`config.mk`:
```
export PLATFORM = sky130hd
export DESIGN_NAME = pscan_decoder
export DESIGN_NICKNAME = d
export VERILOG_FILES = /design/src/rtl/pscan_pkg.sv /design/src/rtl/pscan_clamp.sv /design/src/rtl/pscan_stage.sv /design/src/rtl/pscan_decoder.sv
export SDC_FILE = /design/constraint.sdc
export NUM_CORES = 1
export LEC_CHECK = 0
export BUFFER_PORTS_ARGS = -buffer_cell sky130_fd_sc_hd__buf_2
export CAP_MARGIN = 25
export CORE_MARGIN = 2
export CORE_UTILIZATION = 40
export DETAILED_ROUTE_END_ITERATION = 8
export SLEW_MARGIN = 20
export SYNTH_ARGS = -nofsm -noshare
export SYNTH_HDL_FRONTEND = slang
export SYNTH_SLANG_ARGS = --single-unit
```
`constraint.sdc`:
```
create_clock -name clk -period 17.05 [get_ports clk]
set_input_delay 0.8525 -clock clk [delete_from_list [all_inputs] [get_ports clk]]
set_output_delay 0.8525 -clock clk [all_outputs]
set_load 0.01 [all_outputs]
```
`src/rtl/pscan_pkg.sv`:
```
package pscan_pkg;

   // depth of a node in heap numbering (root = 1 sits at depth 0)
   function automatic int node_level(int id);
      int l;
      l = 0;
      while ((id >> (l + 1)) != 0) l++;
      return l;
   endfunction

   // event k of the depth-first walk, encoded as node*2 + leaving
   function automatic int trav_event(int depth, int k);
      int nd;
      int lv;
      nd = 2;
      lv = 0;
      for (int s = 0; s < k; s++) begin
         if (lv == 0) begin
            if (node_level(nd) == depth) lv = 1;
            else nd = 2 * nd;
         end else if ((nd % 2) == 0) begin
            nd = nd + 1;
            lv = 0;
         end else begin
            nd = nd / 2;
            lv = 1;
         end
      end
      return nd * 2 + lv;
   endfunction

   function automatic int popc(logic [63:0] m, int n);
      int c;
      c = 0;
      for (int i = 0; i < 64; i++) if (i < n && m[i]) c++;
      return c;
   endfunction

   function automatic int sat(int v, int mx);
      return (v > mx) ? mx : ((v < -mx) ? -mx : v);
   endfunction

   function automatic int iabs(int v);
      return (v < 0) ? -v : v;
   endfunction

   // min-sum approximation of the box-plus operation
   function automatic int fmin(int a, int b);
      int m;
      m = (iabs(a) < iabs(b)) ? iabs(a) : iabs(b);
      return ((a < 0) != (b < 0)) ? -m : m;
   endfunction

endpackage

```
`src/rtl/pscan_clamp.sv`:
```
module pscan_clamp #(
   parameter int N = 8,
   parameter int W = 6
) (
   input  logic [N*W-1:0]        raw,
   output logic [N-1:0][W-1:0]   llr
);
   localparam logic [W-1:0] MINC = {1'b1, {(W-1){1'b0}}};
   localparam logic [W-1:0] NEGM = {1'b1, {(W-2){1'b0}}, 1'b1};

   for (genvar i = 0; i < N; i++) begin : g_lane
      assign llr[i] = (raw[i*W +: W] == MINC) ? NEGM : raw[i*W +: W];
   end
endmodule

```
`src/rtl/pscan_stage.sv`:
```
module pscan_stage
   import pscan_pkg::*;
#(
   parameter int          N      = 8,
   parameter int          W      = 6,
   parameter int          LV     = 3,
   parameter int          STEP   = 0,
   parameter logic [N-1:0] FROZEN = '0,
   parameter bit          REG    = 1'b0
) (
   input  logic                          clk,
   input  logic                          rst_n,
   input  logic                          v_i,
   input  logic [LV:0][N-1:0][W-1:0]     a_i,
   input  logic [LV:0][N-1:0][W-1:0]     bl_i,
   input  logic [LV:0][N-1:0][W-1:0]     br_i,
   input  logic [N-1:0]                  u_i,
   output logic                          v_o,
   output logic [LV:0][N-1:0][W-1:0]     a_o,
   output logic [LV:0][N-1:0][W-1:0]     bl_o,
   output logic [LV:0][N-1:0][W-1:0]     br_o,
   output logic [N-1:0]                  u_o
);
   localparam int EV    = trav_event(LV, STEP);
   localparam int NODE  = EV / 2;
   localparam bit LEAVE = (EV % 2) == 1;
   localparam bit RIGHT = (NODE % 2) == 1;
   localparam int T     = node_level(NODE);
   localparam int J     = NODE - (1 << T);
   localparam int M     = N >> T;
   localparam int H     = M / 2;
   localparam int MX    = (1 << (W - 1)) - 1;
   localparam logic [W-1:0] MINC = {1'b1, {(W-1){1'b0}}};

   function automatic int sv(logic [W-1:0] x);
      return int'($signed(x));
   endfunction

   logic [LV:0][N-1:0][W-1:0] a_n, bl_n, br_n;
   logic [N-1:0]              u_n;

   if (!LEAVE && !RIGHT) begin : g_down_left
      logic fb_bad;
      always_comb begin
         a_n = a_i; bl_n = bl_i; br_n = br_i; u_n = u_i;
         for (int i = 0; i < M; i++)
            a_n[T][i] = W'(fmin(sv(a_i[T-1][i]), sv(a_i[T-1][i+M])));
      end
      always_comb begin
         fb_bad = 1'b0;
         for (int i = 0; i < M; i++)
            if (iabs(sv(a_n[T][i])) > iabs(sv(a_i[T-1][i]))) fb_bad = 1'b1;
      end
      AST_MINSUM_BOUND: assert property (@(posedge clk) disable iff (!rst_n)
         v_i |-> !fb_bad);
   end else if (!LEAVE && RIGHT) begin : g_down_right
      always_comb begin
         a_n = a_i; bl_n = bl_i; br_n = br_i; u_n = u_i;
         for (int i = 0; i < M; i++)
            a_n[T][i] = W'(sat(fmin(sv(a_i[T-1][i]), sv(bl_i[T][i]))
                              + sv(a_i[T-1][i+M]), MX));
      end
   end else if (T == LV) begin : g_leaf
      localparam int BETA = FROZEN[J] ? MX : 0;
      always_comb begin
         int tot;
         a_n = a_i; bl_n = bl_i; br_n = br_i; u_n = u_i;
         tot = sat(sv(a_i[T][0]) + BETA, MX);
         if (RIGHT) br_n[T][0] = W'(BETA);
         else       bl_n[T][0] = W'(BETA);
         u_n[J] = FROZEN[J] ? 1'b0 : (tot < 0);
      end
   end else begin : g_up
      always_comb begin
         int lb, rb, a0, a1;
         a_n = a_i; bl_n = bl_i; br_n = br_i; u_n = u_i;
         for (int i = 0; i < H; i++) begin
            lb = sv(bl_i[T+1][i]);
            rb = sv(br_i[T+1][i]);
            a0 = sv(a_i[T][i]);
            a1 = sv(a_i[T][i+H]);
            if (RIGHT) begin
               br_n[T][i]   = W'(fmin(lb, sat(rb + a1, MX)));
               br_n[T][i+H] = W'(sat(fmin(lb, a0) + rb, MX));
            end else begin
               bl_n[T][i]   = W'(fmin(lb, sat(rb + a1, MX)));
               bl_n[T][i+H] = W'(sat(fmin(lb, a0) + rb, MX));
            end
         end
      end
   end

   logic has_min;
   always_comb begin
      has_min = 1'b0;
      for (int t = 0; t <= LV; t++)
         for (int i = 0; i < N; i++)
            if (a_n[t][i] == MINC || bl_n[t][i] == MINC || br_n[t][i] == MINC)
               has_min = 1'b1;
   end
   AST_NO_MIN_CODE: assert property (@(posedge clk) disable iff (!rst_n)
      v_i |-> !has_min);

   if (REG) begin : g_reg
      always_ff @(posedge clk or negedge rst_n) begin
         if (!rst_n) v_o <= 1'b0;
         else        v_o <= v_i;
      end
      always_ff @(posedge clk) begin
         a_o  <= a_n;
         bl_o <= bl_n;
         br_o <= br_n;
         u_o  <= u_n;
      end
      AST_VALID_CARRY: assert property (@(posedge clk) disable iff (!rst_n)
         v_i |=> v_o);
      AST_BUBBLE_CARRY: assert property (@(posedge clk) disable iff (!rst_n)
         !v_i |=> !v_o);
   end else begin : g_wire
      assign v_o  = v_i;
      assign a_o  = a_n;
      assign bl_o = bl_n;
      assign br_o = br_n;
      assign u_o  = u_n;
   end
endmodule

```
`src/rtl/pscan_decoder.sv`:
```
module pscan_decoder
   import pscan_pkg::*;
#(
   parameter int           N        = 8,
   parameter int           W        = 6,
   parameter logic [N-1:0] FROZEN   = 'h17,
   parameter logic [63:0]  REG_MASK = 64'h0000_0000_0810_2040
) (
   input  logic           clk,
   input  logic           rst_n,
   input  logic           in_valid,
   input  logic [N*W-1:0] in_llr,
   output logic           out_valid,
   output logic [N-1:0]   out_bits
);
   localparam int LV  = $clog2(N);
   localparam int NST = 2 * (2 * N - 2);
   localparam int LAT = popc(REG_MASK, NST);

   if (N < 2 || (1 << LV) != N) begin : g_chk_n
      $error("pscan_decoder: N must be a power of two of at least 2");
   end
   if (W < 3 || W > 16) begin : g_chk_w
      $error("pscan_decoder: W must lie in 3..16");
   end
   if (NST > 64) begin : g_chk_st
      $error("pscan_decoder: stage count exceeds the register mask width");
   end

   typedef logic [LV:0][N-1:0][W-1:0] lvec_t;

   lvec_t        sa  [NST+1];
   lvec_t        sbl [NST+1];
   lvec_t        sbr [NST+1];
   logic [N-1:0] su  [NST+1];
   logic         svl [NST+1];

   logic [N-1:0][W-1:0] cl;

   pscan_clamp #(.N(N), .W(W)) u_clamp (
      .raw (in_llr),
      .llr (cl)
   );

   assign sa[0]  = lvec_t'({{(LV*N*W){1'b0}}, cl});
   assign sbl[0] = '0;
   assign sbr[0] = '0;
   assign su[0]  = '0;
   assign svl[0] = in_valid;

   for (genvar k = 0; k < NST; k++) begin : g_st
      pscan_stage #(
         .N(N), .W(W), .LV(LV), .STEP(k), .FROZEN(FROZEN), .REG(REG_MASK[k])
      ) u_stage (
         .clk  (clk),
         .rst_n(rst_n),
         .v_i  (svl[k]),
         .a_i  (sa[k]),
         .bl_i (sbl[k]),
         .br_i (sbr[k]),
         .u_i  (su[k]),
         .v_o  (svl[k+1]),
         .a_o  (sa[k+1]),
         .bl_o (sbl[k+1]),
         .br_o (sbr[k+1]),
         .u_o  (su[k+1])
      );
   end

   assign out_valid = svl[NST];
   assign out_bits  = su[NST];

   AST_FROZEN_ZERO: assert property (@(posedge clk) disable iff (!rst_n)
      out_valid |-> ((out_bits & FROZEN) == '0));

   if (LAT == 0) begin : g_comb_chk
      AST_COMB_PASS: assert property (@(posedge clk) disable iff (!rst_n)
         out_valid == in_valid);
   end
endmodule

```
==> results summary <==
The run finished with clean final reports. The number of clock sinks came out at 203. The area share of the leading cell type in the synthesized netlist came out at 22.96%. Detailed routing inserted a total of 48540 vias. Detailed placement ended at an HPWL of 99870 um.

During I/O placement, the number of pins put on the boundary was 60. After detailed routing, the number of remaining DRC violations is 0. The slowest cell on the critical path is sky130_fd_sc_hd__or4_1. The mapped cell area came out at 48560 um2. The critical path is of the reg2reg type. The predominant post-synthesis flop cell is sky130_fd_sc_hd__dfxtp_1. The via density per instance is 5.547. The number of warning messages in the yosys log came out at 0. The number of port buffers is 55. The post-synthesis to final-layout area growth came out at 11.28%. Along the worst path, the maximum fanout reaches 15. The headroom to the max-slew limit is 36.07%. The initial utilization of the core area, before any placement, comes to 40.42%. The share of the clock period used by the worst path after layout came out at 92.86%. The overall global routing resource usage is 19.03%. The number of flops mapped to enable cells by yosys came out at 0. The ratio of cells with drive above 1 in the final layout is 5.857%. The async set or reset register ratio after synthesis came out at 1.970%. The tree is rooted in a sky130_fd_sc_hd__clkbuf_16. The number of design-rule violations left by the first detailed-router iteration is 2561. In this run the horizontal extent of the chip is 352.4 um.

The post-placement setup slack is 0.1957 ns. The final number of max-transition violations came out at 0. The delay of the slowest cell on the worst path is 0.56 ns.

The vertical die dimension is 352.4 um. Ranked by total cell area, the synthesized netlist is headed by sky130_fd_sc_hd__ha_1 23%, sky130_fd_sc_hd__dfxtp_1 8.2%, sky130_fd_sc_hd__a21oi_1 5.8%. The cell count after synthesis is 6594. The floorplan has 127 rows. The number of max-cap violations came out at 0. The initial antenna violation count is 2.

Among the stages of the critical path, the cell type that occurs most often is sky130_fd_sc_hd__o21a_1. In the final routed layout, each cell accounts on average for 14.20 um. The worst hold-check path type is in2async. The total CTS buffers came out at 27. Counting flops and latches in the post-synthesis netlist gives 203. The area of the core is 120100 um2.

TritonCTS built the clock tree. At the end of routability-driven placement, the weighted congestion stood at 0.9164. The clock period minus worst slack came out at 15.83 ns. The final count of hold timing violations was 0. The worst-case setup margin in the final layout is 1.217 ns.

The total number of H-tree levels is 1. The setup violation total in the final timing report is 0. The achievable clock frequency came out at 63.16 MHz. The fraction of the yosys area taken by sequential cells came out at 8.410%.

The total overflow left after global routing is 0. The worst-case clock buffer depth is 3. The critical path required time came out at 17.56 ns. The CTS clock-pin slew for the worst setup and hold paths is 0.07 ns. The arrival time of the worst setup path came out at 16.34 ns. The per-instance average area after synthesis came out at 7.364 um2. The worst setup path is captured at a register. The clock insertion delay at the later pin of the skew report came out at 0.59 ns.

By count the netlist is led by 891 x sky130_fd_sc_hd__ha_1, 563 x sky130_fd_sc_hd__a21oi_1, 509 x sky130_fd_sc_hd__nor2_1, 429 x sky130_fd_sc_hd__nand2_1, 374 x sky130_fd_sc_hd__inv_1. The overall die area is 124200 um2. The most common cell in the synthesized netlist is sky130_fd_sc_hd__ha_1. After the last flow step, the layout net total stands at 8070. The startpoint type of the worst setup path is a register. The final layout contains routed wiring with a total length of 124200 um. The count of nets left with antenna violations after detail routing came out at 0. After filler insertion, the fill cell instance count of the layout stands at 12490. The final setup skew is 0.01918 ns. The number of distinct library cell variants in the gate-level netlist after synthesis is 120. The number of hold buffers added after CTS was 0. The first global-routing pass estimated 209500 um of wire. The measured slew at the worst slew-check pin is 0.9348 ns. The iteration count of the initial detailed-routing pass came out at 6. The maximum number of pins on one net before global-route repair is 53. Of all cell types, the one taking the most synthesized area is sky130_fd_sc_hd__ha_1. The number of global-route vias before repair came out at 44430.
==> through the flow <==
stage	instances	cell area, um2	TNS (ns)	utilization, %	hold slack, ns
detailed placement	8690	52820	0	43.97	0.3121
finish	8750	54040	0	44.98	0.05819
global placement	8689	52810	0	43.96	0.3101
global route	8750	54040	-0.04392	44.98	0.04293
floorplan	7199	50830	0	-	0.3096
CTS	8740	53750	0	44.74	0.03132
==> state kept, by name, indices dropped and copies added, names as in the netlist <==
signal             cells
g_st.u_stage.bl_o     48
g_st.u_stage.u_o       7
g_st.u_stage.v_o       4
g_st.u_stage.a_o     144
==> worst paths after layout <==
check / from / to / slack (ns) / cells after the start
max: g_st[6].u_stage.a_o[48] / g_st[13].u_stage.bl_o[59] / 1.22 / 71
max reg2reg: g_st[6].u_stage.a_o[48] / g_st[13].u_stage.bl_o[59] / 1.22 / 71
min: rst_n / g_st[20].u_stage.v_o / 0.06 / 1
max in group asynchronous: rst_n / g_st[13].u_stage.v_o / 16.87 / 1
min reg2reg: g_st[6].u_stage.a_o[6] / g_st[13].u_stage.a_o[6] / 0.33 / 0
min in group clk: g_st[6].u_stage.a_o[6] / g_st[13].u_stage.a_o[6] / 0.33 / 0
==> layout by cell type, fill, tap and decap left out, drive strengths merged, types with 31 or more instances in the layout <==
cell | netlist | final
xnor2 | 276 | 276
and3 | 76 | 76
a21oi | 568 | 568
nor2b | 90 | 90
nand4 | 125 | 125
nor3 | 192 | 192
or4 | 31 | 31
inv | 380 | 386
buf | 23 | 141
dfxtp | 199 | 199
o211ai | 55 | 55
and2 | 56 | 56
ha | 891 | 891
o31ai | 74 | 74
nand2 | 429 | 429
or2 | 47 | 47
or3 | 43 | 43
o21a | 112 | 112
clkbuf | 230 | 32
o21bai | 44 | 44
nor2 | 513 | 513
nor4 | 89 | 89
a41oi | 34 | 34
a31oi | 149 | 149
nand3 | 201 | 201
mux2 | 48 | 48
conb | 2 | 607
nand2b | 96 | 96
mux2i | 128 | 128
o21ai | 380 | 380
a21o | 225 | 225
xor2 | 170 | 170
a211oi | 76 | 76
==> metal layers <==
layer  vias up  track usage (%)  part of all wire (%)
met1     22470            25.67                    49
met5         -                0                0.0089
li1      25190                -                     -
met2       741            33.02                    46
met4         2            3.932                   1.7
met3       136            1.423                   3.0
==> final cells by class <==
cell class	count	area, um2	area share [%]
tap	1612	2017	3.732
inverter	380	1426	2.640
antenna	1	2.502	0.004631
sequential	203	4085	7.560
timing repair buffer	141	933.4	1.727
clock buffer	32	724.4	1.341
clock inverter	18	202.7	0.3751
multi-input combinational	6363	44650	82.62
==> critical path: cells and delay by family, from the launching register on <==
kind	cells	cell delay, ns
AO/OA/AOI/OAI	39	7.53
adder cells (fa/ha/maj)	9	2.77
AND/OR/NAND/NOR	12	2.55
multiplexers	4	1.02
XOR/XNOR	3	0.77
buffers and inverters	4	0.63
flip-flops	1	0.42
==> timing repair <==
item	in CTS	in global routing
gates resized for setup	0	48
buffers inserted	0	8
setup endpoints to repair	0	8
==> cell families (layout without fill, tap and decap cells) <==
kind of cell,after synthesis,after routing,share of synthesized area (%)
other,2,608,0.01547
buffers and inverters,633,571,5.006
and+or+nand+nor,2147,2147,22.78
xor gates and xnor gates,450,450,8.263
DFF,203,203,8.410
muxes,182,182,4.063
AOI/OAI and AO/OA,2072,2072,27.96
adders and majority gates,905,905,23.50
Power is not shown: default switching activity piles up to over one toggle a cycle in this logic, so the estimate is an artifact.
